[src/rtl/mbx_pkg.sv]
package mbx_pkg;
    typedef enum logic {
        ST_QUIET  = 1'b0,
        ST_RAISED = 1'b1
    } flag_state_e;
endpackage

[src/rtl/mbx_port_decode.sv]
// Watches one port and reports two events:
//   ack_own   - an access to the port's own mailbox with output enable active
//   post_peer - a write to the peer port's mailbox
module mbx_port_decode #(
    parameter int ADDR_W = 14,
    parameter logic [ADDR_W-1:0] OWN_SLOT  = '1,
    parameter logic [ADDR_W-1:0] PEER_SLOT = '0
) (
    input  logic              en,
    input  logic              wr,
    input  logic              oe,
    input  logic [ADDR_W-1:0] addr,
    output logic              ack_own,
    output logic              post_peer
);
    logic hit_own;
    logic hit_peer;

    always_comb begin
        hit_own   = (addr == OWN_SLOT);
        hit_peer  = (addr == PEER_SLOT);
        // The write strobe plays no part in the acknowledge.
        ack_own   = en && oe && hit_own;
        post_peer = en && wr && hit_peer;
    end
endmodule

[src/rtl/mbx_flag_fsm.sv]
// One interrupt flag: QUIET <-> RAISED. A post takes priority over an acknowledge.
module mbx_flag_fsm
    import mbx_pkg::*;
(
    input  logic clk,
    input  logic rst_n,
    input  logic post,
    input  logic ack,
    output logic irq_n
);
    flag_state_e state;
    flag_state_e state_nxt;

    always_comb begin
        state_nxt = state;
        unique case (state)
            ST_QUIET:  if (post)         state_nxt = ST_RAISED;
            ST_RAISED: if (ack && !post) state_nxt = ST_QUIET;
            default:                     state_nxt = ST_QUIET;
        endcase
    end

    always_ff @(posedge clk) begin
        if (!rst_n) state <= ST_QUIET;
        else        state <= state_nxt;
    end

    always_comb begin
        irq_n = (state != ST_RAISED);
    end

    AST_POST_RAISES: assert property (@(posedge clk) disable iff (!rst_n)
        post |=> !irq_n);

    AST_ACK_RELEASES: assert property (@(posedge clk) disable iff (!rst_n)
        (ack && !post) |=> irq_n);

    AST_POST_WINS: assert property (@(posedge clk) disable iff (!rst_n)
        (ack && post) |=> !irq_n);

    AST_IDLE_HOLDS: assert property (@(posedge clk) disable iff (!rst_n)
        (!ack && !post) |=> $stable(irq_n));
endmodule

[src/rtl/mbx_irq_pair.sv]
module mbx_irq_pair #(
    parameter int ADDR_W  = 14,
    parameter bit MBOX_EN = 1'b1
) (
    input  logic              clk,
    input  logic              rst_n,
    input  logic              a_en,
    input  logic              a_wr,
    input  logic              a_oe,
    input  logic [ADDR_W-1:0] a_addr,
    input  logic              b_en,
    input  logic              b_wr,
    input  logic              b_oe,
    input  logic [ADDR_W-1:0] b_addr,
    output logic              a_irq_n,
    output logic              b_irq_n
);
    localparam logic [ADDR_W-1:0] TOP_WORD = '1;
    localparam logic [ADDR_W-1:0] A_BOX    = TOP_WORD - 1'b1;
    localparam logic [ADDR_W-1:0] B_BOX    = TOP_WORD;

    generate
        if (MBOX_EN) begin : g_on
            logic a_ack, b_ack, a_post, b_post;

            // Port A acknowledges its own box and posts into B's box.
            mbx_port_decode #(.ADDR_W(ADDR_W), .OWN_SLOT(A_BOX), .PEER_SLOT(B_BOX)) u_dec_a (
                .en(a_en), .wr(a_wr), .oe(a_oe), .addr(a_addr),
                .ack_own(a_ack), .post_peer(b_post)
            );
            // Port B acknowledges its own box and posts into A's box.
            mbx_port_decode #(.ADDR_W(ADDR_W), .OWN_SLOT(B_BOX), .PEER_SLOT(A_BOX)) u_dec_b (
                .en(b_en), .wr(b_wr), .oe(b_oe), .addr(b_addr),
                .ack_own(b_ack), .post_peer(a_post)
            );

            mbx_flag_fsm u_flag_a (
                .clk(clk), .rst_n(rst_n), .post(a_post), .ack(a_ack), .irq_n(a_irq_n)
            );
            mbx_flag_fsm u_flag_b (
                .clk(clk), .rst_n(rst_n), .post(b_post), .ack(b_ack), .irq_n(b_irq_n)
            );
        end else begin : g_off
            assign a_irq_n = 1'b1;
            assign b_irq_n = 1'b1;
        end
    endgenerate
endmodule

[config.mk]
export PLATFORM = sky130hd
export DESIGN_NAME = mbx_irq_pair
export DESIGN_NICKNAME = d
export VERILOG_FILES = /design/src/rtl/mbx_pkg.sv /design/src/rtl/mbx_port_decode.sv /design/src/rtl/mbx_flag_fsm.sv /design/src/rtl/mbx_irq_pair.sv
export SDC_FILE = /design/constraint.sdc
export NUM_CORES = 1
export LEC_CHECK = 0
export ABC_AREA = 1
export BUFFER_PORTS_ARGS = -buffer_cell sky130_fd_sc_hd__buf_2
export CORE_AREA = 10 10 47 49
export DETAILED_ROUTE_END_ITERATION = 10
export DIE_AREA = 0 0 57 59
export GPL_ROUTABILITY_DRIVEN = 1
export SYNTH_ARGS = -nofsm -noshare
export SYNTH_HDL_FRONTEND = slang
export SYNTH_SLANG_ARGS = --single-unit
[constraint.sdc]
create_clock -name clk -period 1 [get_ports clk]
set_clock_uncertainty 0.05 [all_clocks]
set_input_delay 0.05 -clock clk [delete_from_list [all_inputs] [get_ports clk]]
set_output_delay 0.05 -clock clk [all_outputs]
set_load 0.005 [all_outputs]
## Word-level counts from Yosys, hierarchy flattened

Index checks and enable logic that the tools add are counted.

- Equality and inequality tests: 4
- Muxes and demuxes: 6
- Bitwise logic cells: 2
- Reduce and logical (&&, ||, !) cells: 12

Operators by type and width:

| cell | count |
|---|---|
| $eq 14x14->1 const B | 4 |
| $logic_and 1x1->1 | 10 |
| $mux 1 | 4 |
| $pmux 1 s2 | 2 |
| $logic_not 1->1 | 2 |
| $not 1->1 | 2 |

- Register bits after elaboration: 2
- Bits of input ports: 36
- Output and inout port bits: 2
- Logic and storage cells: 26

## Depth between registers and ports, before layout

- Depth in word-level cells: 6
- Depth in mapped cells: 6
- Depth with buffers taken out: 6

## Modules after synthesis

A second synthesis with hierarchy kept.

- Cell total of the unflattened synthesis: 49
- Area, all modules: 240.2 um^2

Modules (own cells, without submodules):

| module | times used | cells an instance | area an instance (um^2) | seq. area each (um^2) |
|---|---|---|---|---|
| mbx_flag_fsm | 2 | 7 | 47.5 | 20.0 |
| mbx_port_decode (g_on.u_dec_a) | 1 | 18 | 76.3 | 0.0 |
| mbx_port_decode (g_on.u_dec_b) | 1 | 17 | 68.8 | 0.0 |

## Worst setup path after synthesis

No wires, ideal clock.

- Path kind: register -> register
- Start point: register g_on.u_flag_b.state
- End point: register g_on.u_flag_b.state
- Library setup time: 0.070 ns
- Arrival time: 0.567 ns
- Required time: 0.880 ns
- Slack: 0.314 ns
- Stages on the path, launching flop included: 4
- Path buffers: 0
- Period minus slack after synthesis: 0.686 ns
- Cells stage by stage: dfxtp_1 -> inv_1 -> o21bai_1 -> a21oi_1

- Word-level cells in the longest chain between the ends: 2

Ends and longest elaborated chain:

| what | RTL line | source |
|---|---|---|
| from (decl) | mbx_flag_fsm.sv:11 | `flag_state_e state;` |
| from (signal assigned) | mbx_flag_fsm.sv:25 | `else state <= state_nxt;` |
| $not 1->1 | - |  |
| via b_irq_n | mbx_irq_pair.sv:16 | `output logic b_irq_n` |
| $pmux 1 s2 | mbx_flag_fsm.sv:16 | `unique case (state)` |

The timed path passes the listed nets, and every way through them passes these cells.
A chain may end at the register's enable or synchronous reset.

## Worst setup path in the final report

- Start point: register g_on.u_flag_a.state
- End point: output a_irq_n

- Word-level cells in the longest chain between the ends: 1

Ends and longest elaborated chain:

| what | RTL line | source |
|---|---|---|
| from (decl) | mbx_flag_fsm.sv:11 |  |
| from (signal assigned) | mbx_flag_fsm.sv:25 |  |
| $not 1->1 | mbx_flag_fsm.sv:29 | `irq_n = (state != ST_RAISED);` |
| to (decl) | mbx_irq_pair.sv:15 | `output logic a_irq_n,` |

No other way between the ends.

==> results by group <==
Run status
  • Outcome: finished clean

Finish
  • Fillers: 170
  • Synthesis-to-finish area growth: 95.8%
  • Nets: 126
  • Sequential Area: 40.0 um^2
  • Share of cells above drive strength 1: 47.7%
  • Ant. Diodes: 0
  • Area occupied by multi-input gates: 171 um^2

Die
  • Core area: 0.00140 mm^2
  • Row count: 14
  • Die H: 59 um
  • Die Width: 57 um
  • Starting density of the core: 17.0%
  • Top Ports: 38
  • Die area: 0.00336 mm^2

Setup path
  • Arrival time at the worst endpoint: 0.69 ns
  • Flop2flop setup slack: 0.29 ns
  • Critical path type: reg -> out
  • CP peak stage delay: 0.32 ns
  • Slowest cell on crit path: dfxtp_1
  • Cells along the critical path: inv_1 > buf_2
  • Worst Setup End Kind: primary output
  • CP required: 0.90 ns
  • Crit path max fanout: 2
  • Startpoint Class: register

Drt
  • Routed via count divided by cell count: 3.95
  • Post-route ant nets: 0
  • Wire per inst: 10.1 um
  • Routed wire length: 1050 um
  • Iteration-0 DRC Markers: 3
  • Initial DRT Pass Iterations: 2
  • Vias: 411
  • DRC viols: 0

Logic synthesis
  • Post-Synthesis Cells: 48
  • Total number of yosys warnings: 0
  • Seq cells post-synth: 2
  • Post-Syn Nets: 84
  • Largest cells by area after synthesis: nand2_1 (33%), dfxtp_1 (17%), nor2_1 (14%)
  • Post-synthesis cell area: 238 um^2
  • Seq/Total Area, Yosys: 16.8%
  • Post-synth top area share: 33.2%
  • Cell taking the most area after synthesis: nand2_1
  • Count of different cell masters after synthesis: 10
  • Syn_area_per_cell: 4.95 um^2

Clock network
  • CTS tree: done
  • H-tree depth: 1
  • CTS Buffer Depth: 2
  • Clock Latency Late Sink: 0.22 ns
  • Clk pin slew, worst setup/hold paths: 0.03 ns
  • CTS Hold Bufs: 0
  • Root Driver: clkbuf_4
  • CTS buffer count: 3
  • CTS resizes: 0
  • Post-CTS setup buffer count: 0
  • Sink Count: 2

Global route
  • Vias in the first global route: 477
  • Largest net degree at the start of global routing: 3
  • First-pass GRT wire length: 1810 um
  • GRT Overall Usage: 6.44%
  • GRT overflow: 0
  • Initial antenna violation count: 0

Placement
  • GPL Wtd Cong: 0.631
  • IO buf count: 37
  • Detailed Place HPWL: 998 um
  • Setup slack at placement: 0.189 ns

STA
  • Worst slew pin tran: 0.158 ns
  • Slew Limit Headroom: 89.3%
  • Setup TNS: 0 ns
  • Max Slew Vio Count: 0
  • Fmax: 1260 MHz
  • Final critical-path required period: 0.791 ns
  • Final hold vios: 0
  • Period utilization: 79.1%
  • RSZ-0062 raised after global routing: no
  • Setup violations, final: 0
  • Final worst slack: 0.209 ns

Flow run
  • Max-Cap Viols: 0

Power and ir drop
  • Pleak: 0.000263 uW
  • Pwr dens: 748 mW/mm^2
  • Peak supply drop: 0.409 mV
  • Tot Pwr: 348 uW

Worst hold path
  • Min-delay worst type: in -> reg
-- layout by cell type, fill, tap and decap left out --
cell,Yosys,routed
buf_2,0,37
nand2_1,21,21
nor2_1,9,9
inv_1,7,7
clkbuf_4,0,3
nor3_2,2,2
nand3_1,2,2
a21oi_1,2,2
dfxtp_1,2,2
o21ai_0,1,1
o21bai_1,1,1
nand4_1,1,1
-- stage by stage --
| stage | utilization, % | cells | hold slack, ns | instance area [um^2] |
|---|---|---|---|---|
| after global placement | 31.6 | 101 | 0.250 | 443 |
| after global routing | 33.2 | 104 | 0.0326 | 465 |
| final | 33.2 | 104 | 0.0283 | 465 |
| after CTS | 33.2 | 104 | 0.0205 | 465 |
| after detailed placement | 31.6 | 101 | 0.256 | 443 |
| after floorplan | - | 48 | 0.132 | 238 |
-- flip-flops by register name, indices dropped and copies added (netlist names) --
| name | flops |
|---|---|
| g_on.u_flag_b.state | 1 |
| g_on.u_flag_a.state | 1 |
-- kinds of logic (layout without fill, tap and decap cells) --
| group | after synthesis | in the layout | share of synthesized area, % |
|---|---|---|---|
| buffers and inverters | 7 | 47 | 11.1 |
| flip-flops | 2 | 2 | 16.8 |
| AO/OA/AOI/OAI | 4 | 4 | 9.47 |
| AND/OR/NAND/NOR | 35 | 35 | 62.6 |
-- worst paths after layout --
| check | from | end | depth (start not counted) |
|---|---|---|---|
| worst max-delay path | g_on.u_flag_a.state | a_irq_n | 2 |
| worst min-delay path | rst_n | g_on.u_flag_b.state | 3 |
| worst max register to register | g_on.u_flag_b.state | g_on.u_flag_b.state | 3 |
| worst min register to register | g_on.u_flag_a.state | g_on.u_flag_a.state | 2 |
-- layer usage --
layer	track usage, %	vias to the layer above	wire (um)
li1	-	227	-
met1	5.48	164	385
met2	11.8	20	516
met3	5.15	0	151
met4	1.01	0	0
met5	0	-	0
-- final cells by class --
| class | count | area share (%) |
|---|---|---|
| flip-flops and latches | 2 | 8.60 |
| clock buffers | 3 | 4.84 |
| inverters | 7 | 5.65 |
| repair buffers | 37 | 39.8 |
| well taps | 16 | 4.30 |
| multi-input cells | 39 | 36.8 |
-- report_power, final --
group          switching, uW  total, uW  leakage, uW  internal [uW]
clock                   38.2        170    0.0000138            132
combinational           38.8       98.0     0.000233           59.2
sequential          0.000783       80.5    0.0000161           80.5
total                   77.0        348     0.000263            271
-- synth_stat cells --
cell	instances
nand2_1	21
nor2_1	9
inv_1	7
a21oi_1	2
dfxtp_1	2
nand3_1	2
nor3_2	2
nand4_1	1
o21ai_0	1
o21bai_1	1
-- worst max-delay path, delay by kind of cell (launching register included) --
kind | cells | cell delay, ns
buf+inv | 2 | 0.16
flops | 1 | 0.32
No activity file was read; power rests on OpenSTA's default activity.
